[src/rtl/esc_pkg.sv]
package esc_pkg;

    localparam int BYTE_W = 8;
    localparam int TIME_W = 32;
    localparam int NBYTES = TIME_W / BYTE_W;
    localparam logic [TIME_W-1:0] EPOCH_SHIFT = 32'd2082844800;

    typedef logic [TIME_W-1:0] secs_t;
    typedef logic [BYTE_W-1:0] byte_t;

    typedef enum logic {
        OP_READ = 1'b0,
        OP_SET  = 1'b1
    } op_e;

    // Outcome of a closed command
    typedef struct packed {
        logic read_ok;
        logic set_ok;
        logic bad_len;
    } verdict_t;

    function automatic byte_t high_byte(secs_t v);
        return v[TIME_W-1 -: BYTE_W];
    endfunction

    function automatic secs_t to_1904(secs_t unix_secs);
        return unix_secs + EPOCH_SHIFT;
    endfunction

endpackage

[src/rtl/esc_second_gen.sv]
module esc_second_gen
    import esc_pkg::*;
#(
    parameter int CLK_PER_SEC = 200_000_000
) (
    input  logic  clk,
    input  logic  rst,
    output secs_t up_sec,
    output secs_t up_next,
    output logic  tick
);
    localparam int PW = (CLK_PER_SEC > 1) ? $clog2(CLK_PER_SEC) : 1;
    localparam logic [PW-1:0] LAST = PW'(CLK_PER_SEC - 1);

    logic [PW-1:0] phase;
    logic          boundary;

    // Fixed-modulus divider: every second is exactly CLK_PER_SEC cycles
    assign boundary = (phase == LAST);
    assign up_next  = boundary ? up_sec + 1'b1 : up_sec;

    always_ff @(posedge clk) begin
        if (rst) begin
            phase  <= '0;
            up_sec <= '0;
            tick   <= 1'b0;
        end else begin
            phase  <= boundary ? '0 : phase + 1'b1;
            up_sec <= up_next;
            tick   <= boundary;
        end
    end
endmodule

[src/rtl/esc_cmd_collect.sv]
module esc_cmd_collect
    import esc_pkg::*;
(
    input  logic     clk,
    input  logic     rst,
    input  logic     cmd_start,
    input  logic     cmd_op,
    input  logic     arg_valid,
    input  byte_t    arg_byte,
    input  logic     cmd_end,
    output verdict_t verdict,
    output secs_t    arg_word
);
    localparam int CW = $clog2(NBYTES + 2);
    localparam logic [CW-1:0] CNT_MAX = CW'(NBYTES + 1);
    localparam logic [CW-1:0] CNT_SET = CW'(NBYTES);

    logic          open_q;
    op_e           op_q;
    logic [CW-1:0] cnt_q;
    secs_t         word_q;
    logic          closing;

    assign closing  = cmd_end && open_q;
    assign arg_word = word_q;

    always_comb begin
        verdict = '0;
        if (closing) begin
            verdict.read_ok = (op_q == OP_READ) && (cnt_q == '0);
            verdict.set_ok  = (op_q == OP_SET)  && (cnt_q == CNT_SET);
            verdict.bad_len = !verdict.read_ok && !verdict.set_ok;
        end
    end

    always_ff @(posedge clk) begin
        if (rst) begin
            open_q <= 1'b0;
            op_q   <= OP_READ;
            cnt_q  <= '0;
            word_q <= '0;
        end else if (closing) begin
            open_q <= 1'b0;
        end else if (cmd_start) begin
            open_q <= 1'b1;
            op_q   <= op_e'(cmd_op);
            cnt_q  <= '0;
            word_q <= '0;
        end else if (arg_valid && open_q) begin
            word_q <= {word_q[TIME_W-BYTE_W-1:0], arg_byte};
            if (cnt_q != CNT_MAX) begin
                cnt_q <= cnt_q + 1'b1;
            end
        end
    end
endmodule

[src/rtl/esc_rsp_shift.sv]
module esc_rsp_shift
    import esc_pkg::*;
(
    input  logic  clk,
    input  logic  rst,
    input  logic  load,
    input  secs_t word,
    output logic  rsp_valid,
    output byte_t rsp_byte,
    output logic  rsp_last
);
    localparam int RW = (NBYTES > 2) ? $clog2(NBYTES) : 1;
    localparam logic [RW-1:0] REM_INIT = RW'(NBYTES - 1);

    secs_t         pend_q;
    logic [RW-1:0] rem_q;

    always_ff @(posedge clk) begin
        if (rst) begin
            pend_q    <= '0;
            rem_q     <= '0;
            rsp_valid <= 1'b0;
            rsp_byte  <= '0;
            rsp_last  <= 1'b0;
        end else if (load) begin
            rsp_valid <= 1'b1;
            rsp_byte  <= high_byte(word);
            pend_q    <= word << BYTE_W;
            rem_q     <= REM_INIT;
            rsp_last  <= (NBYTES == 1);
        end else if (rem_q != '0) begin
            rsp_valid <= 1'b1;
            rsp_byte  <= high_byte(pend_q);
            pend_q    <= pend_q << BYTE_W;
            rem_q     <= rem_q - 1'b1;
            rsp_last  <= (rem_q == RW'(1));
        end else begin
            rsp_valid <= 1'b0;
            rsp_last  <= 1'b0;
        end
    end
endmodule

[src/rtl/epoch_seconds_clock.sv]
module epoch_seconds_clock
    import esc_pkg::*;
#(
    parameter int CLK_PER_SEC = 200_000_000
) (
    input  logic        clk,
    input  logic        rst,
    input  logic [31:0] init_unix,
    input  logic        cmd_start,
    input  logic        cmd_op,
    input  logic        arg_valid,
    input  logic [7:0]  arg_byte,
    input  logic        cmd_end,
    output logic [31:0] time_now,
    output logic        tick,
    output logic        rsp_valid,
    output logic [7:0]  rsp_byte,
    output logic        rsp_last,
    output logic        reject
);
    secs_t    up_sec;
    secs_t    up_next;
    secs_t    offset;
    secs_t    arg_word;
    verdict_t verd;

    esc_second_gen #(.CLK_PER_SEC(CLK_PER_SEC)) u_sec (
        .clk     (clk),
        .rst     (rst),
        .up_sec  (up_sec),
        .up_next (up_next),
        .tick    (tick)
    );

    esc_cmd_collect u_cmd (
        .clk       (clk),
        .rst       (rst),
        .cmd_start (cmd_start),
        .cmd_op    (cmd_op),
        .arg_valid (arg_valid),
        .arg_byte  (arg_byte),
        .cmd_end   (cmd_end),
        .verdict   (verd),
        .arg_word  (arg_word)
    );

    assign time_now = up_sec + offset;

    // Offset is taken against the uptime of the next cycle, so a set
    // coinciding with a second boundary still lands exactly.
    always_ff @(posedge clk) begin
        if (rst) begin
            offset <= to_1904(init_unix);
            reject <= 1'b0;
        end else begin
            if (verd.set_ok) begin
                offset <= arg_word - up_next;
            end
            reject <= verd.bad_len;
        end
    end

    esc_rsp_shift u_rsp (
        .clk       (clk),
        .rst       (rst),
        .load      (verd.read_ok),
        .word      (time_now),
        .rsp_valid (rsp_valid),
        .rsp_byte  (rsp_byte),
        .rsp_last  (rsp_last)
    );
endmodule

[config.mk]
export PLATFORM = sky130hd
export DESIGN_NAME = epoch_seconds_clock
export DESIGN_NICKNAME = d
export VERILOG_FILES = /design/src/rtl/esc_pkg.sv /design/src/rtl/esc_second_gen.sv /design/src/rtl/esc_cmd_collect.sv /design/src/rtl/esc_rsp_shift.sv /design/src/rtl/epoch_seconds_clock.sv
export SDC_FILE = /design/constraint.sdc
export NUM_CORES = 1
export LEC_CHECK = 0
export BUFFER_PORTS_ARGS = -buffer_cell sky130_fd_sc_hd__buf_4
export CAP_MARGIN = 30
export CORE_MARGIN = 2
export CORE_UTILIZATION = 45
export DETAILED_ROUTE_END_ITERATION = 8
export SLEW_MARGIN = 20
export SYNTH_ARGS = -nofsm -noshare
export SYNTH_HDL_FRONTEND = slang
export SYNTH_SLANG_ARGS = --single-unit
[constraint.sdc]
create_clock -name clk -period 10.9 [get_ports clk]
set_input_delay 0.545 -clock clk [delete_from_list [all_inputs] [get_ports clk]]
set_output_delay 0.545 -clock clk [all_outputs]
set_load 0.05 [all_outputs]
==> run_results.csv, run 1 <==
group,metric,value,unit
outcome,status,"completed",
sta,timing.hold.ws,0.3326,ns
worst_setup_path,crit_required,11.09,ns
route,drtPass1Iterations,5,
clock_network,clk_latency,0.44,ns
sta,finalSetupViolCount,0,
sta,hold_viol,0,
floorplanning,die_y,159.9,um
yosys,yosysSeqAreaShare,33.49,%
yosys,syn_nets,1411,
worst_setup_path,crit_start,"u_sec.phase[0]",
clock_network,cts_setup_buffers,0,
worst_setup_path,cp-end-kind,"flip-flop",
pwr,ir_drop,0.00009569,V
floorplanning,start_util,45.38,%
route,via_per_inst,5.465,
worst_setup_path,critPathCapture,"offset[23]",
hold_path,hold_start,"cmd_start",
global_route,grt_pass1_wl,46020,um
yosys,ys_ff_latch,167,
yosys,synth_top_family_by_area,"simple AND/OR/NAND/NOR gates",
cells_and_area,fill_cells,2326,
cells_and_area,syn_to_final_growth,14.62,%
clock_network,cts.path.max_buffers,2,
yosys,synth_compound_area_share,16.36,%
clock_network,cts_sinks,167,
route,num_vias,9324,
sta,period_share,52.57,%
yosys,postSynth.asyncResetShare,0,%
sta,rsz0062_at_grt,"false",
cells_and_area,layout.nets,1471,
sta,min_period,5.730,ns
place,dp.cells,1673,
yosys,synth-xor-area-share,12.74,%
place,dp_hpwl,21950,um
worst_setup_path,r2r-end,"offset[23]",
floorplanning,fp.coreArea,24110,um^2
global_route,groute.usage.overall,22.44,%
place,post-place-ws,5.203,ns
global_route,grt_start_max_net_pins,71,
yosys,ys_types,82,
floorplanning,ioPinCount,90,
clock_network,path_clk_slew,0.07,ns
yosys,synth_adder_area_share,7.881,%
sta,worst_pin_slew,0.7129,ns
hold_path,holdPathStages,2,
clock_network,htree_levels,4,
cells_and_area,postLayoutCoreUtil,52.01,%
floorplanning,num_rows,57,
sta,slew_headroom,52.47,%
route,drt-total-wl,28460,um
sta,fin_skew,0.01170,ns
yosys,synth_cells,1310,
yosys,synth-simple-area-share,22.70,%
place,place_congestion,0.9062,
place,placedInstanceArea,11860,um^2
sta,maxSlewViolCount,0,
cells_and_area,n_antenna_cell,0,
cells_and_area,seq_area,3664,um^2
worst_setup_path,rr_worst_depth,19,
yosys,synth_edf_count,32,
clock_network,cts_buffers,17,
hold_path,hold_path_class,"primary input to flip-flop",
yosys,ys.flop_type,"dfxtp_1",
cells_and_area,multiInputGateArea,6874,um^2
route,drc_errors,0,
global_route,overflow,0,
clock_network,post_cts_resized,0,
flow_run,drv_cap,0,
global_route,grt_pass1_vias,8730,
worst_setup_path,startpoint_type,"flip-flop",
pwr,leakagePower,5.075,nW
worst_setup_path,cp_max_fo,13,
sta,fmax,174.5,MHz
route,drtIter0Drc,676,
cells_and_area,fin_cells,1706,
worst_setup_path,worstSetupPathType,"flip-flop to flip-flop",
cells_and_area,layout-drive-gt1-share,12.16,%
worst_setup_path,cp_data_arrival_time,5.92,ns
floorplanning,die_w,159.9,um
worst_setup_path,r2r_slack,5.17,ns
place,port_buffers,89,
clock_network,cts_tree,"yes",
sta,finalSetupTns,0,ns
global_route,antenna_found_initial,0,
yosys,syn_avg_cell_area,8.351,um^2
cells_and_area,stdcell_area,12540,um^2
clock_network,cts_hold_buf,0,
pwr,finalPower,1.756,mW
route,routedWlPerCell,16.68,um
pwr,p_per_area,140.1,nW/um^2
yosys,synthMuxAreaShare,3.054,%
clock_network,cts_root_buf,"clkbuf_16",
worst_setup_path,r2r-start,"u_sec.phase[0]",
sta,timing.final.ws_setup,5.170,ns
route,ant_nets,0,
yosys,syn_area,10940,um^2
floorplanning,dieArea,25570,um^2
yosys,yosys_warnings,0,
worst min path at each step:
stage,to,slack (ns)
after floorplan,u_sec.phase[0],0.43
after global placement,u_sec.phase[0],0.45
after detailed placement,u_sec.phase[0],0.45
after CTS,u_cmd.cnt_q[0],0.33
after global routing,u_cmd.cnt_q[0],0.33
final,u_cmd.cnt_q[0],0.33
worst max-delay path, cell delays in order, from the launching register on:
cell,delay (ns)
dfxtp_1,0.37
ha_1,0.21
nand3_1,0.12
or4_1,0.87
or2_1,0.46
xnor2_1,0.19
ha_1,0.22
nor2b_1,0.10
o21ai_0,0.10
a21oi_1,0.27
o31ai_1,0.17
a21oi_1,0.23
o22ai_1,0.13
a21oi_1,0.29
o21ai_0,0.22
a211oi_2,0.30
nor2_1,0.16
maj3_1,0.40
or4b_1,0.49
and3_1,0.17
final cells by class:
cell class / instances / share of cell area, %
clock buffer: 18 / 3.592
clock inverter: 13 / 1.537
inverter: 48 / 1.437
multi-input combinational: 1037 / 54.82
sequential: 167 / 29.22
tap: 324 / 3.233
timing repair buffer: 99 / 6.157
registers in the layout, indices dropped and copies added (netlist names):
| register | count |
|---|---|
| u_sec.tick | 1 |
| u_rsp.rsp_last | 1 |
| u_cmd.open_q | 1 |
| u_rsp.rsp_valid | 1 |
| u_cmd.op_q | 1 |
| u_cmd.cnt_q | 3 |
| u_rsp.rem_q | 2 |
| u_rsp.rsp_byte | 8 |
| u_sec.up_sec | 32 |
| reject | 1 |
| offset | 32 |
| u_cmd.arg_word | 32 |
| u_sec.phase | 28 |
| u_rsp.pend_q | 24 |
cells by family (layout without fill, tap and decap cells):
logic type | Yosys count | count (layout)
xor+xnor | 156 | 156
simple gates | 500 | 500
mux | 33 | 33
fa+ha+maj | 70 | 70
buf+inv | 106 | 178
compound gates | 278 | 278
flops | 167 | 167
routing by layer:
layer / track usage (%) / vias up / part of all wire (%)
li1: - / 4784 / -
met2: 35.52 / 164 / 45
met3: 4.078 / 32 / 4.1
met5: 0 / - / 0
met4: 6.347 / 0 / 1.9
met1: 31.43 / 4344 / 49
power breakdown:
group	internal (mW)	switching [mW]	total [mW]
registers	0.668	0.0185	0.686
logic	0.157	0.245	0.402
clock network	0.400	0.268	0.668
total	1.22	0.531	1.76
cells in the mapped netlist, types with 4 or more instances:
| master | instances | area, um^2 |
|---|---|---|
| dfxtp_1 | 135 | 2703 |
| nor2_1 | 133 | 499.2 |
| nand2_1 | 130 | 488.0 |
| a21oi_1 | 90 | 450.4 |
| xnor2_1 | 87 | 762.0 |
| nand3_1 | 77 | 385.4 |
| xor2_1 | 67 | 586.8 |
| ha_1 | 53 | 663.1 |
| o21ai_0 | 52 | 260.3 |
| inv_1 | 47 | 176.4 |
| clkbuf_1 | 43 | 161.4 |
| a211oi_1 | 35 | 262.8 |
| edfxtp_1 | 32 | 960.9 |
| mux2i_1 | 30 | 300.3 |
| nor3_1 | 26 | 130.1 |
| a21o_1 | 22 | 165.2 |
| and3_1 | 21 | 131.4 |
| nand4_1 | 17 | 106.4 |
| and2_1 | 13 | 81.33 |
| buf_1 | 13 | 48.80 |
| nand2b_1 | 13 | 81.33 |
| or3_1 | 11 | 68.82 |
| maj3_1 | 10 | 100.1 |
| o31ai_1 | 9 | 67.56 |
| a31oi_1 | 8 | 50.05 |
| and4_1 | 8 | 70.07 |
| nor2b_1 | 8 | 50.05 |
| nor4_1 | 7 | 43.79 |
| o21bai_1 | 6 | 45.04 |
| or2_2 | 6 | 37.54 |
| or4_1 | 6 | 45.04 |
| a21boi_0 | 5 | 37.54 |
| o21a_1 | 5 | 37.54 |
| a31o_2 | 4 | 35.03 |
| maj3_2 | 4 | 45.04 |
| o211ai_1 | 4 | 30.03 |
cell usage in the layout, fill, tap and decap left out, drive strengths merged, types with 15 or more instances in the layout:
cell type	netlist	layout
a211oi	36	36
a21o	22	22
a21oi	91	91
and3	21	21
buf	15	99
clkbuf	43	18
dfxtp	135	135
edfxtp	32	32
ha	53	53
inv	48	52
maj3	15	15
mux2i	30	30
nand2	130	130
nand3	77	77
nand4	17	17
nor2	134	134
nor3	28	28
o21ai	54	54
xnor2	87	87
xor2	67	67
Power figures use the tool's default switching activity.
==> run 2: changes to the inputs <==
--- a/config.mk
+++ b/config.mk
@@ -10,6 +10,7 @@
 export CORE_MARGIN = 2
 export CORE_UTILIZATION = 45
 export DETAILED_ROUTE_END_ITERATION = 8
+export PLACE_DENSITY = 0.65
 export SLEW_MARGIN = 20
 export SYNTH_ARGS = -nofsm -noshare
 export SYNTH_HDL_FRONTEND = slang
==> constraint.sdc (replaced) <==
create_clock -name clk -period 5.1 [get_ports clk]
set_input_delay 0.255 -clock clk [delete_from_list [all_inputs] [get_ports clk]]
set_output_delay 0.255 -clock clk [all_outputs]
set_load 0.05 [all_outputs]
==> run_results.csv, run 2 (synthesis results as in run 1) <==
group,metric,value,unit
cells_and_area,multiInputGateArea,7062,um^2
worst_setup_path,cp_data_arrival_time,5.15,ns
worst_setup_path,r2r_slack,0.12,ns
place,dp_hpwl,21750,um
global_route,groute.usage.overall,21.86,%
hold_path,holdPathStages,2,
hold_path,hold_path_class,"primary input to flip-flop",
outcome,status,"completed",
cells_and_area,final_cell_mix,"134 x buf_4, 133 x dfxtp_1, 131 x nor2_1, 129 x nand2_1, 86 x xnor2_1",
place,port_buffers,89,
cells_and_area,seq_area,3666,um^2
pwr,ir_drop,0.0002448,V
sta,finalSetupViolCount,0,
worst_setup_path,crit_required,5.27,ns
cells_and_area,layout_commonest_cell,"buf_4",
cells_and_area,n_antenna_cell,0,
route,via_per_inst,5.548,
sta,min_period,4.978,ns
floorplanning,ioPinCount,90,
floorplanning,die_y,159.9,um
floorplanning,dieArea,25570,um^2
global_route,grt_pass1_vias,8907,
clock_network,clk_latency,0.44,ns
route,num_vias,9687,
floorplanning,num_rows,57,
cells_and_area,layout-drive-gt1-share,16.81,%
worst_setup_path,startpoint_type,"flip-flop",
pwr,p_per_area,281.3,nW/um^2
route,ant_nets,0,
floorplanning,die_w,159.9,um
route,drc_errors,0,
cells_and_area,syn_to_final_growth,18.41,%
floorplanning,fp.coreArea,24110,um^2
global_route,met2_usage,35.62,%
sta,fmax,200.9,MHz
worst_setup_path,rr_worst_depth,19,
worst_setup_path,r2r-end,"offset[26]",
clock_network,htree_levels,4,
worst_setup_path,worstSetupPathType,"flip-flop to flip-flop",
sta,period_share,97.62,%
sta,hold_viol,0,
global_route,antenna_found_initial,0,
worst_setup_path,cp_max_fo,5,
clock_network,cts_root_buf,"clkbuf_16",
clock_network,path_clk_slew,0.08,ns
route,drtIter0Drc,672,
cells_and_area,layout.nets,1510,
global_route,met3_usage,3.948,%
sta,fin_skew,0.01756,ns
clock_network,cts_hold_buf,0,
hold_path,hold_start,"cmd_start",
global_route,grt_pass1_wl,45110,um
global_route,overflow,0,
sta,maxSlewViolCount,0,
sta,worst_pin_slew,0.7245,ns
route,routedWlPerCell,16.30,um
clock_network,cts_sinks,167,
global_route,use_met1,29.39,%
clock_network,cts_buffers,17,
hold_path,hold_path_end,"u_cmd.cnt_q[0]",
cells_and_area,stdcell_area,12950,um^2
pwr,finalPower,3.643,mW
clock_network,cts.path.max_buffers,2,
global_route,busiest_layer,"met2",
clock_network,cts_tree,"yes",
sta,rsz0062_at_grt,"true",
worst_setup_path,crit_start,"u_sec.phase[11]",
route,drtPass1Iterations,7,
worst_setup_path,r2r-start,"u_sec.phase[11]",
worst_setup_path,cp-end-kind,"flip-flop",
flow_run,drv_cap,0,
cells_and_area,fill_cells,2306,
floorplanning,start_util,45.38,%
sta,slew_headroom,51.70,%
place,placedInstanceArea,12100,um^2
place,place_congestion,0.9420,
pwr,leakagePower,5.283,nW
global_route,grt_start_max_net_pins,73,
route,drt-total-wl,28460,um
run 2: repair_timing:
| action | in CTS | in global routing |
|---|---|---|
| pin swaps | 1 | 20 |
| buffers inserted | 0 | 7 |
| setup endpoints to repair | 8 | 11 |
| resized for setup | 6 | 39 |
run 2: metal layers:
metal | vias to the layer above | wire length (um)
met1 | 4552 | 13330
met2 | 226 | 13070
met5 | - | 0
met4 | 0 | 611
met3 | 45 | 1452
li1 | 4864 | -
run 2: cell type report:
type                       count  area share, %
clock inverter                10         0.6182
tap                          324          3.130
inverter                      48          1.410
sequential                   167          28.30
timing repair buffer         138          8.278
multi-input combinational   1037          54.52
clock buffer                  22          3.748
run 2: where the power goes:
group          switching (mW)  internal, mW  leakage (nW)  total [mW]
registers              0.0420          1.43          1.41        1.47
logic                   0.538         0.376          3.59       0.915
clock network           0.571         0.689         0.280        1.26
run 2: worst max-delay path by stage:
stage / to / slack, ns / cells after the start
floorplan: offset[26] / 0.04 / 21
global placement: offset[23] / -0.02 / 19
detailed placement: offset[23] / -0.12 / 19
CTS: offset[26] / 0.01 / 21
global route: offset[30] / -0.05 / 20
finish: offset[26] / 0.12 / 19
run 2: critical path, stage by stage, from the launching register on:
cell      delay (ns)
dfxtp_2         0.32
or4_4           0.53
or4_4           0.54
or2_4           0.26
xnor2_2         0.14
ha_2            0.20
fa_1            0.39
nor2b_1         0.12
o21ai_1         0.10
a21o_1          0.21
a31oi_4         0.17
maj3_2          0.21
o2111a_1        0.21
nor2_4          0.05
a21oi_2         0.19
a221oi_2        0.09
maj3_4          0.37
a311oi_2        0.34
or4_4           0.19
o211ai_2        0.07
run 2: metrics by stage:
stage	hold WS [ns]	TNS, ns	setup slack (ns)	cells	utilization [%]
4_1_cts	0.02911	0	0.01097	1737	52.64
2_1_floorplan	0.3485	0	0.03611	1310	-
3_3_place_gp	0.4515	-0.02463	-0.02463	1704	50.13
6_report	0.03169	0	0.1215	1746	53.74
5_1_grt	0.02342	-0.1678	-0.04794	1746	53.74
3_5_place_dp	0.4526	-0.4785	-0.1152	1705	50.21
